[src/rtl/pcd_tx_pkg.sv]
package pcd_tx_pkg;

   typedef enum logic [1:0] {
      CODE_NONE,
      CODE_EARLY,
      CODE_MID
   } miller_code_e;

   typedef enum logic [2:0] {
      ST_IDLE,
      ST_SOF,
      ST_DATA,
      ST_PAR,
      ST_EOF,
      ST_QUIET
   } frm_state_e;

   // Pause placement for one logical bit given the bit before it
   function automatic miller_code_e miller_code(input logic bit_val, input logic prev_bit);
      if (bit_val)
         return CODE_MID;
      else if (prev_bit)
         return CODE_NONE;
      else
         return CODE_EARLY;
   endfunction

endpackage

[src/rtl/pcd_bit_timer.sv]
module pcd_bit_timer
   import pcd_tx_pkg::*;
#(
   parameter int BASE_CYC = 128
) (
   input  logic         clk,
   input  logic         rst_n,
   input  logic         ce,
   input  logic         run,
   input  logic [1:0]   speed,
   input  miller_code_e code,
   output logic         bit_end,
   output logic         pause
);
   localparam int CW = $clog2(BASE_CYC);

   if (BASE_CYC < 16 || (BASE_CYC & (BASE_CYC - 1)) != 0) begin : g_bad_base
      $error("BASE_CYC must be a power of two of at least 16");
   end

   logic [CW-1:0] cnt;
   logic [1:0]    spd;
   logic [CW:0]   len, half, quarter, cnt_x;
   logic          in_win;

   always_comb begin
      spd     = (speed == 2'd3) ? 2'd2 : speed;
      len     = (CW + 1)'(BASE_CYC) >> spd;
      half    = len >> 1;
      quarter = len >> 2;
      cnt_x   = {1'b0, cnt};
   end

   assign bit_end = run && ce && (cnt_x == len - 1'b1);

   always_ff @(posedge clk or negedge rst_n) begin
      if (!rst_n)
         cnt <= '0;
      else if (run && ce)
         cnt <= bit_end ? '0 : cnt + 1'b1;
   end

   always_comb begin
      unique case (code)
         CODE_EARLY: in_win = cnt_x < quarter;
         CODE_MID:   in_win = (cnt_x >= half) && (cnt_x < half + quarter);
         default:    in_win = 1'b0;
      endcase
   end

   assign pause = run && in_win;

endmodule

[src/rtl/pcd_frame_seq.sv]
module pcd_frame_seq
   import pcd_tx_pkg::*;
#(
   parameter int DATA_W = 8
) (
   input  logic              clk,
   input  logic              rst_n,
   input  logic              start,
   input  logic [1:0]        speed_in,
   input  logic [DATA_W-1:0] byte_in,
   input  logic              byte_valid,
   input  logic              byte_last,
   output logic              byte_ready,
   input  logic              bit_end,
   output logic              run,
   output logic [1:0]        speed_q,
   output miller_code_e      code,
   output logic              done
);
   localparam int IW = (DATA_W > 2) ? $clog2(DATA_W) : 1;

   frm_state_e        st;
   logic [DATA_W-1:0] cur, nxt, nbyte;
   logic              cur_last, nxt_last, have_next, nlast, cur_bit;
   logic [IW-1:0]     idx, nxt_idx;
   logic              is_idle, want_next, go, take, hi, par_bit, more, sof_bit;

   always_comb begin
      is_idle   = (st == ST_IDLE);
      want_next = (st == ST_PAR) && !cur_last && !have_next;
      go        = is_idle && start && byte_valid;
      take      = want_next && byte_valid;
      hi        = (speed_q != 2'd0);
      par_bit   = (hi && cur_last) ? ^cur : ~^cur;
      more      = !cur_last && (have_next || take);
      nbyte     = have_next ? nxt : byte_in;
      nlast     = have_next ? nxt_last : byte_last;
      sof_bit   = (speed_in == 2'd0);
      nxt_idx   = idx + 1'b1;
   end

   assign byte_ready = (is_idle && start) || want_next;
   assign run        = !is_idle;

   always_ff @(posedge clk or negedge rst_n) begin
      if (!rst_n) begin
         st        <= ST_IDLE;
         speed_q   <= 2'd0;
         cur       <= '0;
         cur_last  <= 1'b0;
         nxt       <= '0;
         nxt_last  <= 1'b0;
         have_next <= 1'b0;
         idx       <= '0;
         cur_bit   <= 1'b0;
         code      <= CODE_NONE;
         done      <= 1'b0;
      end else begin
         done <= 1'b0;
         if (take && !bit_end) begin
            nxt       <= byte_in;
            nxt_last  <= byte_last;
            have_next <= 1'b1;
         end
         if (go) begin
            st        <= ST_SOF;
            speed_q   <= speed_in;
            cur       <= byte_in;
            cur_last  <= byte_last;
            have_next <= 1'b0;
            cur_bit   <= sof_bit;
            code      <= miller_code(sof_bit, 1'b0);
         end else if (bit_end) begin
            unique case (st)
               ST_SOF: begin
                  st      <= ST_DATA;
                  idx     <= '0;
                  cur_bit <= cur[0];
                  code    <= miller_code(cur[0], cur_bit);
               end
               ST_DATA: begin
                  if (idx == IW'(DATA_W - 1)) begin
                     st      <= ST_PAR;
                     cur_bit <= par_bit;
                     code    <= miller_code(par_bit, cur_bit);
                  end else begin
                     idx     <= nxt_idx;
                     cur_bit <= cur[nxt_idx];
                     code    <= miller_code(cur[nxt_idx], cur_bit);
                  end
               end
               ST_PAR: begin
                  if (more) begin
                     st        <= ST_DATA;
                     idx       <= '0;
                     cur       <= nbyte;
                     cur_last  <= nlast;
                     have_next <= 1'b0;
                     cur_bit   <= nbyte[0];
                     code      <= miller_code(nbyte[0], cur_bit);
                  end else begin
                     st      <= ST_EOF;
                     cur_bit <= 1'b0;
                     code    <= miller_code(1'b0, cur_bit);
                  end
               end
               ST_EOF: begin
                  st   <= ST_QUIET;
                  code <= CODE_NONE;
               end
               ST_QUIET: begin
                  st   <= ST_IDLE;
                  done <= 1'b1;
                  code <= CODE_NONE;
               end
               default: st <= ST_IDLE;
            endcase
         end
      end
   end

endmodule

[src/rtl/pcd_tx_framer.sv]
module pcd_tx_framer
   import pcd_tx_pkg::*;
#(
   parameter int DATA_W   = 8,
   parameter int BASE_CYC = 128
) (
   input  logic              clk,
   input  logic              rst_n,
   input  logic              carrier_ce,
   input  logic              start,
   input  logic [1:0]        speed_sel,
   input  logic [DATA_W-1:0] tx_data,
   input  logic              tx_valid,
   input  logic              tx_last,
   output logic              tx_ready,
   output logic              pause,
   output logic              busy,
   output logic              done
);
   if (DATA_W < 2) begin : g_bad_width
      $error("DATA_W must be at least 2");
   end

   logic         bit_end, run;
   logic [1:0]   speed_q;
   miller_code_e code;

   pcd_frame_seq #(.DATA_W(DATA_W)) u_seq (
      .clk        (clk),
      .rst_n      (rst_n),
      .start      (start),
      .speed_in   (speed_sel),
      .byte_in    (tx_data),
      .byte_valid (tx_valid),
      .byte_last  (tx_last),
      .byte_ready (tx_ready),
      .bit_end    (bit_end),
      .run        (run),
      .speed_q    (speed_q),
      .code       (code),
      .done       (done)
   );

   pcd_bit_timer #(.BASE_CYC(BASE_CYC)) u_tmr (
      .clk     (clk),
      .rst_n   (rst_n),
      .ce      (carrier_ce),
      .run     (run),
      .speed   (speed_q),
      .code    (code),
      .bit_end (bit_end),
      .pause   (pause)
   );

   assign busy = run;

endmodule

[config.mk]
export PLATFORM = sky130hd
export DESIGN_NAME = pcd_tx_framer
export DESIGN_NICKNAME = d
export VERILOG_FILES = /design/src/rtl/pcd_tx_pkg.sv /design/src/rtl/pcd_bit_timer.sv /design/src/rtl/pcd_frame_seq.sv /design/src/rtl/pcd_tx_framer.sv
export SDC_FILE = /design/constraint.sdc
export NUM_CORES = 1
export LEC_CHECK = 0
export CORE_MARGIN = 4
export CORE_UTILIZATION = 30
export DETAILED_ROUTE_END_ITERATION = 8
export PLACE_DENSITY = 0.54
export SYNTH_ARGS = -nofsm -noshare
export SYNTH_HDL_FRONTEND = slang
export SYNTH_SLANG_ARGS = --single-unit
[constraint.sdc]
create_clock -name clk -period 2.2 [get_ports clk]
set_clock_uncertainty 0.15 [all_clocks]
set_input_delay 0.44 -clock clk [delete_from_list [all_inputs] [get_ports clk]]
set_output_delay 0.44 -clock clk [all_outputs]
set_load 0.1 [all_outputs]
# Word-level counts from Yosys, hierarchy flattened
# Index checks and enable logic that the tools add are counted.
# op_classes
n_addsub	4
magnitude_cmp	4
n_eq_ne	13
shift	1
muxes	48
n_bitwise	1
n_reduce_logical	35
# ops
cell	count
8-bit two-way mux	5
1-bit two-way mux	20
2-bit two-way mux	10
3-bit two-way mux	6
1-bit logical AND	12
3-bit one-hot mux with 4 select lines	1
3-bit == test, second input constant	3
3-bit one-hot mux with 3 select lines	1
7-bit by 6-bit adder with 8-bit output	1
7-bit by 8-bit == test with 1-bit output	1
7-bit by 8-bit < comparator with 1-bit output	1
2-bit one-hot mux with 4 select lines	1
2-bit nonzero test	4
8-bit XNOR reduction	1
8-bit parity	1
8-bit by 2-bit >> shifter with 8-bit output, first input constant	1
8-bit by 1-bit subtractor with 8-bit output, second input constant	1
7-bit by 1-bit adder with 7-bit output, second input constant	1
7-bit greater-or-equal comparator	1
7-bit by 6-bit < comparator with 1-bit output	1
7-bit two-way mux	1
3-bit by 2-bit == test with 1-bit output, second input constant	2
2-bit AND reduction	3
5-bit AND reduction	1
21 further kinds	26
# totals
regBits	38
inputBits	16
out_inout_bits	4
elab_cells	118

# Logic depth before layout (Yosys ltp)
# Gate-level depths: netlist of run 1.
# logic_depth
word_depth	13
mapped_depth	9
mapped_depth_nobuf	8

# Cells and area by module
# Synthesis of run 1 repeated with hierarchy kept, for this count alone.
# unflattened
cells_unflattened	260
hier_area_um2	2523.7
# by_module_without_submodules
module	n_inst	cells_per_inst	area_per_inst_um2	seq_area_each_um2
pcd_frame_seq	1	182	1844.3	775.7
pcd_bit_timer	1	78	679.4	175.2

# Least setup slack after synthesis of run 1
# Ideal clock, no wire load.
# synth_timing
path_kind	reg-to-output
from	register u_tmr.cnt[3]
to	output pause
t_arrival_ns	3.607
required_time_ns	1.610
path_slack_ns	-1.997
stages_incl_launch_ff	7
path_buffers	0
path_cell_list	dfrtp_1 -> ha_1 -> o21a_1 -> o21ai_0 -> a21oi_1 -> a2111o_1 -> a211oi_1
# synth_between
elab_chain_len	4
elab_cells_between_ends	6
classes_between	order compare: 3; mux: 1; reduce/logical: 2
# synth_lines
item	line_no	rtl
from (decl)	pcd_bit_timer.sv:21	logic [CW-1:0] cnt;
from (signal assigned)	pcd_bit_timer.sv:40	cnt <= bit_end ? '0 : cnt + 1'b1;
7-bit by 8-bit < comparator with 1-bit output or 7-bit greater-or-equal comparator (tied branches)	pcd_bit_timer.sv:46	CODE_MID: in_win = (cnt_x >= half) && (cnt_x < half + quarter);
1-bit logical AND	pcd_bit_timer.sv:46	
1-bit one-hot mux with 2 select lines (*)	pcd_bit_timer.sv:44	unique case (code)
1-bit logical AND (*)	pcd_bit_timer.sv:51	assign pause = run && in_win;
to (decl)	pcd_tx_framer.sv:16	output logic pause,
# Every way passes the cells marked *; elsewhere a longest branch is shown, timed or not.

# Worst setup path in the final report of run 1
# layout_timing
from	register u_seq.speed_q[0]
to	output pause
# layout_between
elab_chain_len	8
elab_cells_between_ends	10
classes_between	add/sub: 1; order compare: 3; eq/ne: 1; shift: 1; mux: 2; reduce/logical: 2
# layout_lines
item	line_no	rtl
from (decl)	pcd_frame_seq.sv:16	output logic [1:0] speed_q,
from (signal assigned)	pcd_frame_seq.sv:67	speed_q <= speed_in;
2-bit == test	pcd_bit_timer.sv:27	spd = (speed == 2'd3) ? 2'd2 : speed;
2-bit two-way mux (*)	pcd_bit_timer.sv:27	
8-bit by 2-bit >> shifter with 8-bit output (*)	pcd_bit_timer.sv:28	len = (CW + 1)'(BASE_CYC) >> spd;
7-bit by 6-bit adder with 8-bit output	pcd_bit_timer.sv:46	
7-bit by 8-bit < comparator with 1-bit output	pcd_bit_timer.sv:46	
1-bit logical AND	pcd_bit_timer.sv:46	
1-bit one-hot mux with 2 select lines (*)	pcd_bit_timer.sv:44	
1-bit logical AND (*)	pcd_bit_timer.sv:51	
# Marks and branches as above.

==> results of run 1 <==
==> worst reg2reg max path: stages (launching register included) <==
cell	delay (ps)
sky130_fd_sc_hd__dfrtp_1	400
sky130_fd_sc_hd__buf_6	130
sky130_fd_sc_hd__nor2_4	100
sky130_fd_sc_hd__inv_2	60
sky130_fd_sc_hd__ha_4	260
sky130_fd_sc_hd__buf_6	90
sky130_fd_sc_hd__nand2_4	60
sky130_fd_sc_hd__nor2_4	130
sky130_fd_sc_hd__nand2_4	70
sky130_fd_sc_hd__buf_6	130
sky130_fd_sc_hd__nand4_4	90
sky130_fd_sc_hd__clkbuf_16	170
sky130_fd_sc_hd__mux2_4	290
==> metrics by stage <==
step	hold WS [ps]	instances	setup slack, ps	power [uW]
floorplan	-5.59	241	-679	2770
global placement	336	399	-300	3610
detailed placement	342	399	-367	3650
CTS	65.2	408	-586	4520
global route	81.4	411	-711	5070
finish	42.7	411	-622	4680
==> Yosys cell counts (2+ instances only) <==
library cell | n | share of area, %
sky130_fd_sc_hd__and3_1 | 2 | 0.53
sky130_fd_sc_hd__a31oi_1 | 5 | 1.3
sky130_fd_sc_hd__nand3_1 | 5 | 1.1
sky130_fd_sc_hd__nor2b_1 | 2 | 0.53
sky130_fd_sc_hd__ha_1 | 18 | 9.5
sky130_fd_sc_hd__nor4_1 | 2 | 0.53
sky130_fd_sc_hd__nor3_1 | 3 | 0.63
sky130_fd_sc_hd__xnor2_1 | 7 | 2.6
sky130_fd_sc_hd__o21ai_0 | 17 | 3.6
sky130_fd_sc_hd__nand4_1 | 2 | 0.53
sky130_fd_sc_hd__buf_2 | 3 | 0.63
sky130_fd_sc_hd__o21a_1 | 3 | 0.95
sky130_fd_sc_hd__nor2_1 | 12 | 1.9
sky130_fd_sc_hd__a21boi_0 | 2 | 0.63
sky130_fd_sc_hd__mux4_2 | 2 | 1.9
sky130_fd_sc_hd__nor3b_1 | 3 | 0.95
sky130_fd_sc_hd__inv_1 | 16 | 2.5
sky130_fd_sc_hd__a21oi_1 | 6 | 1.3
sky130_fd_sc_hd__nand2_1 | 30 | 4.7
sky130_fd_sc_hd__dfrtp_1 | 38 | 40
sky130_fd_sc_hd__a22o_1 | 2 | 0.74
sky130_fd_sc_hd__clkbuf_1 | 2 | 0.32
sky130_fd_sc_hd__buf_4 | 3 | 0.95
sky130_fd_sc_hd__mux2i_1 | 16 | 6.7
sky130_fd_sc_hd__mux2_2 | 9 | 4.3
==> path summary, 6_finish.rpt <==
kind / start / end / slack, ps / depth (start not counted)
worst min register to register: u_seq.nxt[6] / u_seq.nxt[6] / 360 / 1
max in group asynchronous: rst_n / u_seq.nxt[3] / 1300 / 2
worst max-delay path: u_seq.speed_q[0] / pause / -620 / 8
min in group clk: u_seq.nxt[6] / u_seq.nxt[6] / 360 / 1
worst max register to register: u_seq.speed_q[0] / u_seq.nxt[4] / -40 / 12
worst min-delay path: rst_n / u_seq.cur[3] / 40 / 1
==> per-layer routing <==
layer	vias up	part of all wire [%]
li1	990	-
met1	935	47
met2	18	50
met3	6	2.0
met4	0	1.2
met5	-	0
==> cell type report <==
| class | count | share of cell area [%] |
|---|---|---|
| repair buffers | 68 | 19.1 |
| clock buffers | 5 | 2.01 |
| well taps | 102 | 3.73 |
| inverters | 17 | 1.94 |
| clock inverters | 3 | 2.01 |
| flip-flops and latches | 38 | 27.9 |
| multi-input cells | 178 | 43.3 |
==> sequential cells by signal (all words and copies together) (netlist names) <==
register	flops
u_seq.code	2
u_seq.cur	8
u_seq.cur_bit	1
u_seq.cur_last	1
u_seq.done	1
u_seq.have_next	1
u_seq.idx	3
u_seq.nxt	8
u_seq.nxt_last	1
u_seq.speed_q	2
u_seq.st	3
u_tmr.cnt	7
==> report_power, final <==
| part | switching, uW | total, uW | internal (uW) |
|---|---|---|---|
| combinational | 1240 | 2720 | 1480 |
| clock | 259 | 713 | 454 |
| sequential | 270 | 1250 | 978 |
| total | 1770 | 4680 | 2910 |
==> cell families after synthesis <==
| group | count (synthesis) |
|---|---|
| XOR/XNOR | 9 |
| multiplexers | 27 |
| other | 1 |
| flip-flops | 38 |
| adder cells (fa/ha/maj) | 18 |
| buffers and inverters | 25 |
| AO/OA/AOI/OAI | 50 |
| AND/OR/NAND/NOR | 72 |
==> what timing repair did <==
action / 4_1_cts / 5_1_grt
gates resized for setup: 13 / 22
buffers inserted: 1 / 2
hold buffers: 0 / 0
gates cloned: 0 / 1
pin swaps: 7 / 10
setup endpoints to repair: 15 / 14
==> flow_metrics.py, run 1 <==
metrics = {
    "status": {
        "run_status": "finished with violations",
        "violations_in_the_final_reports": "setup timing",
    },
    "clock_tree": {
        "cts_htree_levels": 2,
        "tritoncts": "yes",
        "tritoncts.num_buffers": 5,
        "cts.sink_count": 38,
        "clk_pin_slew_ps": 80,
        "clk_path_buf_depth": 2,
        "clockRootBuffer": "sky130_fd_sc_hd__clkbuf_8",
        "clock_latency_ps": 290,
    },
    "die": {
        "io_pins": 20,
        "fp.dieH_um": 97.0,
        "design.die.area_mm2": 0.00941,
        "initial_core_utilization_pct": 30.8,
        "die-width_um": 97.0,
        "number_of_placement_rows": 32,
        "standard_cell_core_area_mm2": 0.00773,
    },
    "layout": {
        "diodes": 0,
        "multiInputGateArea_mm2": 0.00148,
        "final-seq-area_um2": 953,
        "n_fill_cell": 737,
        "layout_commonest_cell": "sky130_fd_sc_hd__buf_4",
        "area_growth_pct": 44.0,
        "fin_nets": 342,
        "final_util_pct": 44.3,
        "layout.cells.most_common_list": "41 x sky130_fd_sc_hd__buf_4, 36 x sky130_fd_sc_hd__dfrtp_1, 29 x sky130_fd_sc_hd__nand2_1",
        "layout.cell_area.non_filler_mm2": 0.00342,
        "post_route_cells_drive_above_1_share_pct": 32.0,
    },
    "global_route": {
        "gr-total-overflow": 0,
        "antenna_violations_before_repair": 0,
        "grt_max_degree": 31,
        "grtUsageTotal_pct": 12.2,
        "grtUsageMet2_pct": 21.1,
        "met3_usage_pct": 2.38,
        "top_usage_layer": "met2",
        "grt_pass1_wl_mm": 9.49,
        "via_count_of_the_first_global_routing_pass": 2071,
        "met1_usage_pct": 15.4,
    },
    "logic_synthesis": {
        "main_combinational_cell_family_by_area_after_synthesis": "simple AND/OR/NAND/NOR gates",
        "syn-instance-count": 240,
        "synth-xor-area-share_pct": 3.89,
        "synth.cell_area_mm2": 0.00238,
        "synth.area.mux_share_pct": 12.9,
        "synth-main-ff-cell": "sky130_fd_sc_hd__dfrtp_1",
        "synth.avg_cell_area_um2": 9.91,
        "synth_simple_gate_area_share_pct": 15.3,
        "synth.yosys.seq_area_share_pct": 40.0,
        "async_flop_share_pct": 100,
        "ys_types": 55,
        "post_synth_edffs": 0,
        "synth_fa_ha_area_share_pct": 9.47,
        "synthesis.yosys.warnings": 0,
        "synth_seq_cells": 38,
        "synth_compound_area_share_pct": 13.7,
    },
    "timing": {
        "timing.final.max_slew_violations": 0,
        "timing.final.crit_share_pct": 128,
        "setup-tns-final_ps": -814,
        "slew_headroom_pct": 53.2,
        "grt_setup_unrepaired": "yes",
        "postLayoutSetupSlackWorst_ps": -622,
        "report.final.hold_viol_count": 0,
        "period_minus_slack_ps": 2820,
        "max_freq_ghz": 0.354,
        "finalSetupViolations": 10,
        "worst_margin_pin_slew_ps": 701,
    },
    "worst_setup_path": {
        "crit_family": "compound AO/OA/AOI/OAI gates",
        "crit_path_max_incr_delay_ps": 440,
        "cp-end-kind": "output port",
        "crit_path_cell_trace": "buf_6 -> nor2_4 -> inv_2 -> ha_4 -> a21oi_2 -> a2111o_1 -> a211oi_4 -> buf_12",
        "cp.arrival_ps": 2230,
        "cp_slowest_cell": "sky130_fd_sc_hd__a2111o_1",
        "worst_ep_required_time_ps": 1610,
        "critPathBufInv": 3,
        "critical_path_class": "reg -> out",
        "setup.worst_path.start_class": "register",
        "critical_path_peak_fanout": 3,
    },
    "placement": {
        "post-dp-hpwl_mm": 4.17,
        "portBuffers": 19,
        "place.gp.congestion": 0.801,
        "placement.cell_area_mm2": 0.00309,
    },
    "routing": {
        "routed_wirelength_mm": 5.57,
        "initialDrtViolationCount": 88,
        "firstDrtPassIters": 4,
        "routed_wire_per_std_cell_um": 13.5,
        "drc_errors": 0,
        "via_density_per_instance": 4.74,
        "final_antenna_net_count": 0,
        "route.vias.total": 1949,
    },
    "power": {
        "power.density_mw_per_mm2": 1370,
        "power.static_leakage_uw": 0.00160,
        "vdd_ir_drop_max_mv": 0.542,
    },
    "run": {
        "cap_viol_max_count": 0,
    },
    "hold_path": {
        "hold_class": "in -> async",
    },
}
Power figures use the tool's default switching activity.
==> inputs of run 2 (changes only) <==
- SLEW_MARGIN: default -> 5
==> results of run 2 <==
Same layout as run 1: the final DEF is identical, and so are final timing and power.
